## config.mk

```make
export PLATFORM = sky130hd
export DESIGN_NAME = pll_lock_monitor
export DESIGN_NICKNAME = d
export VERILOG_FILES = /design/src/rtl/pll_lock_monitor.sv
export SDC_FILE = /design/constraint.sdc
export NUM_CORES = 1
export LEC_CHECK = 0
export BUFFER_PORTS_ARGS = -buffer_cell sky130_fd_sc_hd__buf_4
export CAP_MARGIN = 20
export CORE_AREA = 8 8 45 47
export DETAILED_ROUTE_END_ITERATION = 8
export DIE_AREA = 0 0 53 55
export PLACE_DENSITY_LB_ADDON = 0.15
export SETUP_SLACK_MARGIN = 0.4
export SLEW_MARGIN = 40
export SYNTH_ARGS = -nofsm -noshare
export SYNTH_HDL_FRONTEND = slang
export SYNTH_SLANG_ARGS = --single-unit
```

## constraint.sdc

```tcl
create_clock -name clk -period 4.3 [get_ports clk]
set_input_delay 0.215 -clock clk [delete_from_list [all_inputs] [get_ports clk]]
set_output_delay 0.215 -clock clk [all_outputs]
set_load 0.02 [all_outputs]
```

## src/rtl/pll_lock_monitor.sv

```systemverilog
module pll_lock_monitor #(
  parameter int unsigned WIDE_LIMIT   = 10,
  parameter int unsigned NARROW_LIMIT = 3,
  parameter int unsigned DROP_LIMIT   = 25,
  parameter int unsigned GOOD_RUN     = 5
) (
  input  logic clk,
  input  logic rst_n,
  input  logic up,
  input  logic dn,
  input  logic fine,
  output logic locked
);
  localparam int unsigned CNT_W = $clog2(DROP_LIMIT + 2);
  localparam int unsigned RUN_W = $clog2(GOOD_RUN + 1);
  localparam logic [CNT_W-1:0] ERR_SAT = CNT_W'(DROP_LIMIT + 1);
  localparam logic [CNT_W-1:0] WIDE_C  = CNT_W'(WIDE_LIMIT);
  localparam logic [CNT_W-1:0] NARROW_C = CNT_W'(NARROW_LIMIT);
  localparam logic [CNT_W-1:0] DROP_C  = CNT_W'(DROP_LIMIT);
  localparam logic [RUN_W-1:0] RUN_LAST = RUN_W'(GOOD_RUN - 1);

  logic             busy;
  logic [CNT_W-1:0] err;
  logic [RUN_W-1:0] run;

  wire active  = up | dn;
  wire skew    = up ^ dn;
  wire judge   = busy & ~active;
  wire [CNT_W-1:0] entry = fine ? NARROW_C : WIDE_C;
  wire good    = err < entry;
  wire bad     = err > DROP_C;

  always_ff @(posedge clk or negedge rst_n) begin
    if (!rst_n) begin
      busy <= 1'b0;
      err  <= '0;
    end else if (active) begin
      busy <= 1'b1;
      if (skew && err != ERR_SAT) err <= err + 1'b1;
    end else if (busy) begin
      busy <= 1'b0;
      err  <= '0;
    end
  end

  always_ff @(posedge clk or negedge rst_n) begin
    if (!rst_n) begin
      locked <= 1'b0;
      run    <= '0;
    end else if (judge) begin
      if (locked) begin
        if (bad) begin
          locked <= 1'b0;
          run    <= '0;
        end
      end else if (good) begin
        if (run == RUN_LAST) begin
          locked <= 1'b1;
          run    <= '0;
        end else begin
          run <= run + 1'b1;
        end
      end else begin
        run <= '0;
      end
    end
  end
endmodule

```

Word level (Yosys, flattened, before mapping):

Index checks and enable logic that the tools add are counted.

* register bits after elaboration: 10
* bits in latches: 0
* bits in writable memories: 0
* bits in read-only memories: 0
* bits of input ports: 5
* output and inout port bits: 1
* word-level logic and storage cells: 33
* memories kept: 0

* $add $sub $neg: 2
* multiply operators: 0
* divide/modulo/power cells: 0
* order comparisons: 2
* eq/ne operators: 4
* shift operators: 0
* multiplexer cells: 13
* bitwise operators: 4
* reductions and logical operators: 4

Operator list (count)
* $mux 5: 3
* $mux 3: 4
* $add 5x1->5 const B: 1
* $gt 5x5->1 const B: 1
* $lt 5x4->1: 1
* $mux 1: 5
* $ne 5x5->1 const B: 1
* $mux 4: 1
* $ne 2x1->1 const B: 2
* $reduce_and 2->1: 2
* $add 3x1->3 const B: 1
* $eq 3x3->1 const B: 1
* $reduce_bool 2->1: 1
* $and 1x1->1: 1
* $logic_and 1x1->1: 1
* $not 1->1: 1
* $or 1x1->1: 1
* $xor 1x1->1: 1

Logic depth before layout (Yosys ltp):

* word-level depth: 4
* depth in mapped cells: 7
* mapped depth without buffers: 6

Worst setup path after synthesis:

Ideal clock, no wire load.

* kind: reg2reg
* start point: register err[0]
* end point: register run[1]
* library setup time: 0.079 ns
* data arrival time: 1.360 ns
* required time: 4.221 ns
* slack: 2.860 ns
* stages on the path, launching flop included: 6
* path buffers: 0
* period minus slack after synthesis: 1.440 ns
* cells stage by stage: dfrtp_1 > ha_1 > o21ba_2 > o211ai_1 > a21oi_1 > mux2i_1

* word-level cells in the longest chain between the ends: 3
* elaborated cells on any way between the ends: 6
* those cells by class: order compare: 2; eq/ne: 1; mux: 2; reduce/logical: 1

RTL lines
* start, declared: line 23 `logic [CNT_W-1:0] err;`
* start signal, assigned: line 39 `if (skew && err != ERR_SAT) err <= err + 1'b1;`
* $gt 5x5->1 or $lt 5x4->1 (tied branches): line 31, 30
* $ne 2x1->1 (no source line) or $mux 3 (tied branches)
* $reduce_and 2->1 (no source line) or $mux 3 (tied branches)
* end signal, assigned: line 61 `run <= run + 1'b1;`
* end, declared: line 24 `logic [RUN_W-1:0] run;`

Several ways; a longest one is shown, not always the timed one.
A chain may end at the register's enable or synchronous reset.

Worst setup path in the final report:

* start point: register err[0]
* end point: register err[4]

* word-level cells in the longest chain between the ends: 4
* elaborated cells on any way between the ends: 7
* those cells by class: add/sub: 1; eq/ne: 2; mux: 2; reduce/logical: 2

RTL lines
* parallel branches: the longest is 4 deep, another holds $add 5x1->5

Several ways; the timed one is not identified. The select of a mux whose other input is x is not followed.

==> impl_metrics.xml <==
<?xml version="1.0" encoding="UTF-8"?>
<metrics>
  <group name="route">
    <metric name="route.antenna.remaining_nets" unit="">0</metric>
    <metric name="detail_route.vias_per_cell" unit="">5.44</metric>
    <metric name="drt_pass1_iterations" unit="">4</metric>
    <metric name="routed_wirelength" unit="mm">1.15</metric>
    <metric name="routed_wire_length_per_instance" unit="um">12.9</metric>
    <metric name="met2_wirelength_from_detailed_routing" unit="um">564</metric>
    <metric name="number_of_vias_after_detailed_routing" unit="">484</metric>
    <metric name="drt_first_iter_violations" unit="">8</metric>
    <metric name="drcViolationCount" unit="">0</metric>
    <metric name="drt-met1-wl" unit="um">531</metric>
    <metric name="highest_layer" unit="">met3</metric>
    <metric name="met3_wirelength" unit="um">55</metric>
  </group>
  <group name="worst_setup_path">
    <metric name="critical_path_arrival" unit="ps">1870</metric>
    <metric name="critical_path.endpoint_type" unit="">register</metric>
    <metric name="r2r_setup_slack" unit="ps">2620</metric>
    <metric name="critical_path_buf_inv_count" unit="">1</metric>
    <metric name="path_max_fanout" unit="">11</metric>
    <metric name="cell_by_cell_listing_of_the_critical_path" unit="">inv_1, ha_1, nand4b_1, nand3_1, or3_1, o211ai_2</metric>
    <metric name="timing.setup.critical_path_class" unit="">reg2reg</metric>
    <metric name="critPathLaunchType" unit="">register</metric>
    <metric name="timing.critical_path.slowest_stage_cell" unit="">sky130_fd_sc_hd__dfrtp_1</metric>
    <metric name="critPathRequiredTime" unit="ps">4490</metric>
    <metric name="timing.critical_path.slowest_cell_delay" unit="ps">470</metric>
    <metric name="critical_path.top_delay_family" unit="">simple AND/OR/NAND/NOR gates</metric>
  </group>
  <group name="die">
    <metric name="die_area" unit="um2">2920</metric>
    <metric name="chipHeight" unit="um">55</metric>
    <metric name="top_level_ports" unit="">6</metric>
    <metric name="core" unit="um2">1380</metric>
    <metric name="start_util" unit="%">43.5</metric>
    <metric name="fp.dieW" unit="um">53</metric>
    <metric name="placement_rows" unit="">14</metric>
  </group>
  <group name="sta">
    <metric name="final.period_utilization" unit="%">39.0</metric>
    <metric name="timing.setup.tns" unit="ps">0</metric>
    <metric name="max-slew-margin-rel" unit="%">70.9</metric>
    <metric name="layout_setup_ws" unit="ps">2620</metric>
    <metric name="maxClockFrequency" unit="MHz">596</metric>
    <metric name="timing.final.setup_violations" unit="">0</metric>
    <metric name="hold_viol_final" unit="">0</metric>
    <metric name="finalClockSkew" unit="ps">4.35</metric>
    <metric name="rsz_0062_raised_after_global_routing" unit="">false</metric>
    <metric name="layout_min_cycle_time" unit="ps">1680</metric>
    <metric name="hold-worst-slack" unit="ps">310</metric>
    <metric name="finalMaxSlewViolations" unit="">0</metric>
    <metric name="tightest_slew" unit="ps">433</metric>
  </group>
  <group name="grt">
    <metric name="antenna_found_initial" unit="">0</metric>
    <metric name="grt_use_total" unit="%">10.3</metric>
    <metric name="grt.overflow.total" unit="">0</metric>
    <metric name="global_route_wire_length_before_repair" unit="mm">2.19</metric>
    <metric name="grt_start_max_net_pins" unit="">12</metric>
    <metric name="first_global_vias" unit="">502</metric>
  </group>
  <group name="synthesis">
    <metric name="yosys.area.top_type" unit="">sky130_fd_sc_hd__dfrtp_1</metric>
    <metric name="synth_area" unit="um2">602</metric>
    <metric name="synthDistinctLibCells" unit="">21</metric>
    <metric name="synth_sequential_area_ratio" unit="%">41.6</metric>
    <metric name="synth_edf_count" unit="">0</metric>
    <metric name="post_synth_main_area_contributors" unit="">sky130_fd_sc_hd__dfrtp_1 (42%), sky130_fd_sc_hd__ha_1 (15%), sky130_fd_sc_hd__nand3_1 (6.7%), sky130_fd_sc_hd__inv_1 (5.6%), sky130_fd_sc_hd__o21ai_0 (5.0%)</metric>
    <metric name="async_reset_ff_share" unit="%">100</metric>
    <metric name="postSynthNetCount" unit="">76</metric>
    <metric name="synth_largest_type_area_fraction" unit="%">41.6</metric>
    <metric name="synth-seq-cells" unit="">10</metric>
    <metric name="synth-main-ff-cell" unit="">sky130_fd_sc_hd__dfrtp_1</metric>
    <metric name="syn-mean-instance-area" unit="um2">9.40</metric>
    <metric name="yosysWarningCount" unit="">0</metric>
    <metric name="synth_cells" unit="">64</metric>
  </group>
  <group name="pwr">
    <metric name="power_leakage" unit="nW">0.319</metric>
    <metric name="power.density" unit="nW/um2">514</metric>
    <metric name="maximum_resistive_drop_on_vdd" unit="V">0.000210</metric>
    <metric name="total_power_consumption_of_the_routed_design" unit="uW">360</metric>
  </group>
  <group name="clock_tree">
    <metric name="numCtsBuffers" unit="">3</metric>
    <metric name="worst_case_clock_buffer_depth" unit="">2</metric>
    <metric name="cts_tree" unit="">done</metric>
    <metric name="cts.clk_slew.worst_paths" unit="ps">70</metric>
    <metric name="clock_sink_count" unit="">10</metric>
    <metric name="cts-htree-levels" unit="">1</metric>
    <metric name="clock_tree.root_cell" unit="">sky130_fd_sc_hd__clkbuf_4</metric>
    <metric name="worstSkewPairLatency" unit="ps">260</metric>
  </group>
  <group name="placement">
    <metric name="pre_cts_slack" unit="ps">2640</metric>
    <metric name="routabilityCongestion" unit="">0.679</metric>
    <metric name="post_dp_cell_area" unit="um2">654</metric>
    <metric name="placed_cells" unit="">84</metric>
    <metric name="hpwl" unit="um">890</metric>
    <metric name="io_buffers" unit="">5</metric>
  </group>
  <group name="final_layout">
    <metric name="post_route_cells_drive_above_1_share" unit="%">15.1</metric>
    <metric name="final_core_utilization" unit="%">50.6</metric>
    <metric name="final_nets" unit="">86</metric>
    <metric name="layout-area-overhead-vs-synth" unit="%">16.4</metric>
    <metric name="post_layout_nonfiller_instances" unit="">89</metric>
    <metric name="num_antenna_cells" unit="">0</metric>
    <metric name="post_layout_inst_area" unit="um2">701</metric>
  </group>
  <group name="status">
    <metric name="outcome" unit="">completed</metric>
  </group>
  <group name="flow_run">
    <metric name="number_of_max_cap_violations" unit="">0</metric>
  </group>
  <group name="hold_path">
    <metric name="worstHoldPathType" unit="">in2async</metric>
  </group>
</metrics>
## worst register-to-register path, cell delays in order (launching register included)
cell and delay [ps]:
sky130_fd_sc_hd__dfrtp_1 470, sky130_fd_sc_hd__inv_1 70, sky130_fd_sc_hd__ha_1 190, sky130_fd_sc_hd__nand4b_1 90, sky130_fd_sc_hd__nand3_1 280, sky130_fd_sc_hd__or3_1 450
sky130_fd_sc_hd__o211ai_2 60
## cell type report
class                      instances  area [um2]
clock buffer                       4        36.3
fill                             128         683
inverter                           9        33.8
multi-input combinational         44         313
sequential                        10         250
tap                               16        20.0
timing repair buffer               6        47.5
## what timing repair did
item	CTS	global route
hold endpoints to repair	10	0
hold buffers	1	0
buffers inserted	0	0
resized for setup	0	0
## layout by cell type, fill, tap and decap left out, types with 2 or more instances in the layout
cell / instances
sky130_fd_sc_hd__nand4_1: 2
sky130_fd_sc_hd__dfrtp_1: 10
sky130_fd_sc_hd__ha_1: 7
sky130_fd_sc_hd__nand2_1: 2
sky130_fd_sc_hd__o21ai_0: 6
sky130_fd_sc_hd__inv_1: 9
sky130_fd_sc_hd__clkbuf_4: 3
sky130_fd_sc_hd__buf_4: 5
sky130_fd_sc_hd__nand3_1: 8
sky130_fd_sc_hd__nor3_1: 2
sky130_fd_sc_hd__a21oi_1: 4
sky130_fd_sc_hd__o211ai_1: 3
## path summary, 6_finish.rpt
path                       startpoint      to  cells past startpoint
min in group clk                   dn    busy                      4
hold / removal                  rst_n  run[2]                      2
hold reg to reg                run[1]  run[1]                      2
max in group asynchronous       rst_n  err[2]                      2
setup reg to reg               err[0]  err[4]                      6
setup / recovery               err[0]  err[4]                      6
## synth_stat cells (2+ instances only)
library cell               count
sky130_fd_sc_hd__nand2_1       2
sky130_fd_sc_hd__ha_1          7
sky130_fd_sc_hd__o211ai_1      3
sky130_fd_sc_hd__nor3_1        2
sky130_fd_sc_hd__nand4_1       2
sky130_fd_sc_hd__inv_1         9
sky130_fd_sc_hd__o21ai_0       6
sky130_fd_sc_hd__dfrtp_1      10
sky130_fd_sc_hd__a21oi_1       4
sky130_fd_sc_hd__nand3_1       8
## power by group
group	leakage, nW	total [mW]	internal [mW]	switching, mW
logic	0.175	0.113	0.0518	0.0614
clock network	0.0210	0.0865	0.0514	0.0351
registers	0.123	0.161	0.123	0.0382
total	0.319	0.360	0.226	0.135
## state kept, by name (all words and copies together) (netlist names)
name    flops
run         3
err         5
busy        1
locked      1
## cells by family (layout without fill, tap and decap cells)
group                      after synthesis  count (layout)  share of synthesized area (%)
adders and majority gates                7               7                           14.6
and+or+nand+nor                         18              18                           16.0
buffers and inverters                   10              19                           6.44
AOI/OAI and AO/OA                       17              17                           18.3
DFF                                     10              10                           41.6
xor gates and xnor gates                 1               1                           1.46
muxes                                    1               1                           1.66
## routing by layer
metal	vias up	global-route usage, %
met1	229	12.2
met3	0	5.35
met4	0	5.17
met5	-	0
met2	7	14.8
li1	248	-
(Power assumes the default switching activity.)
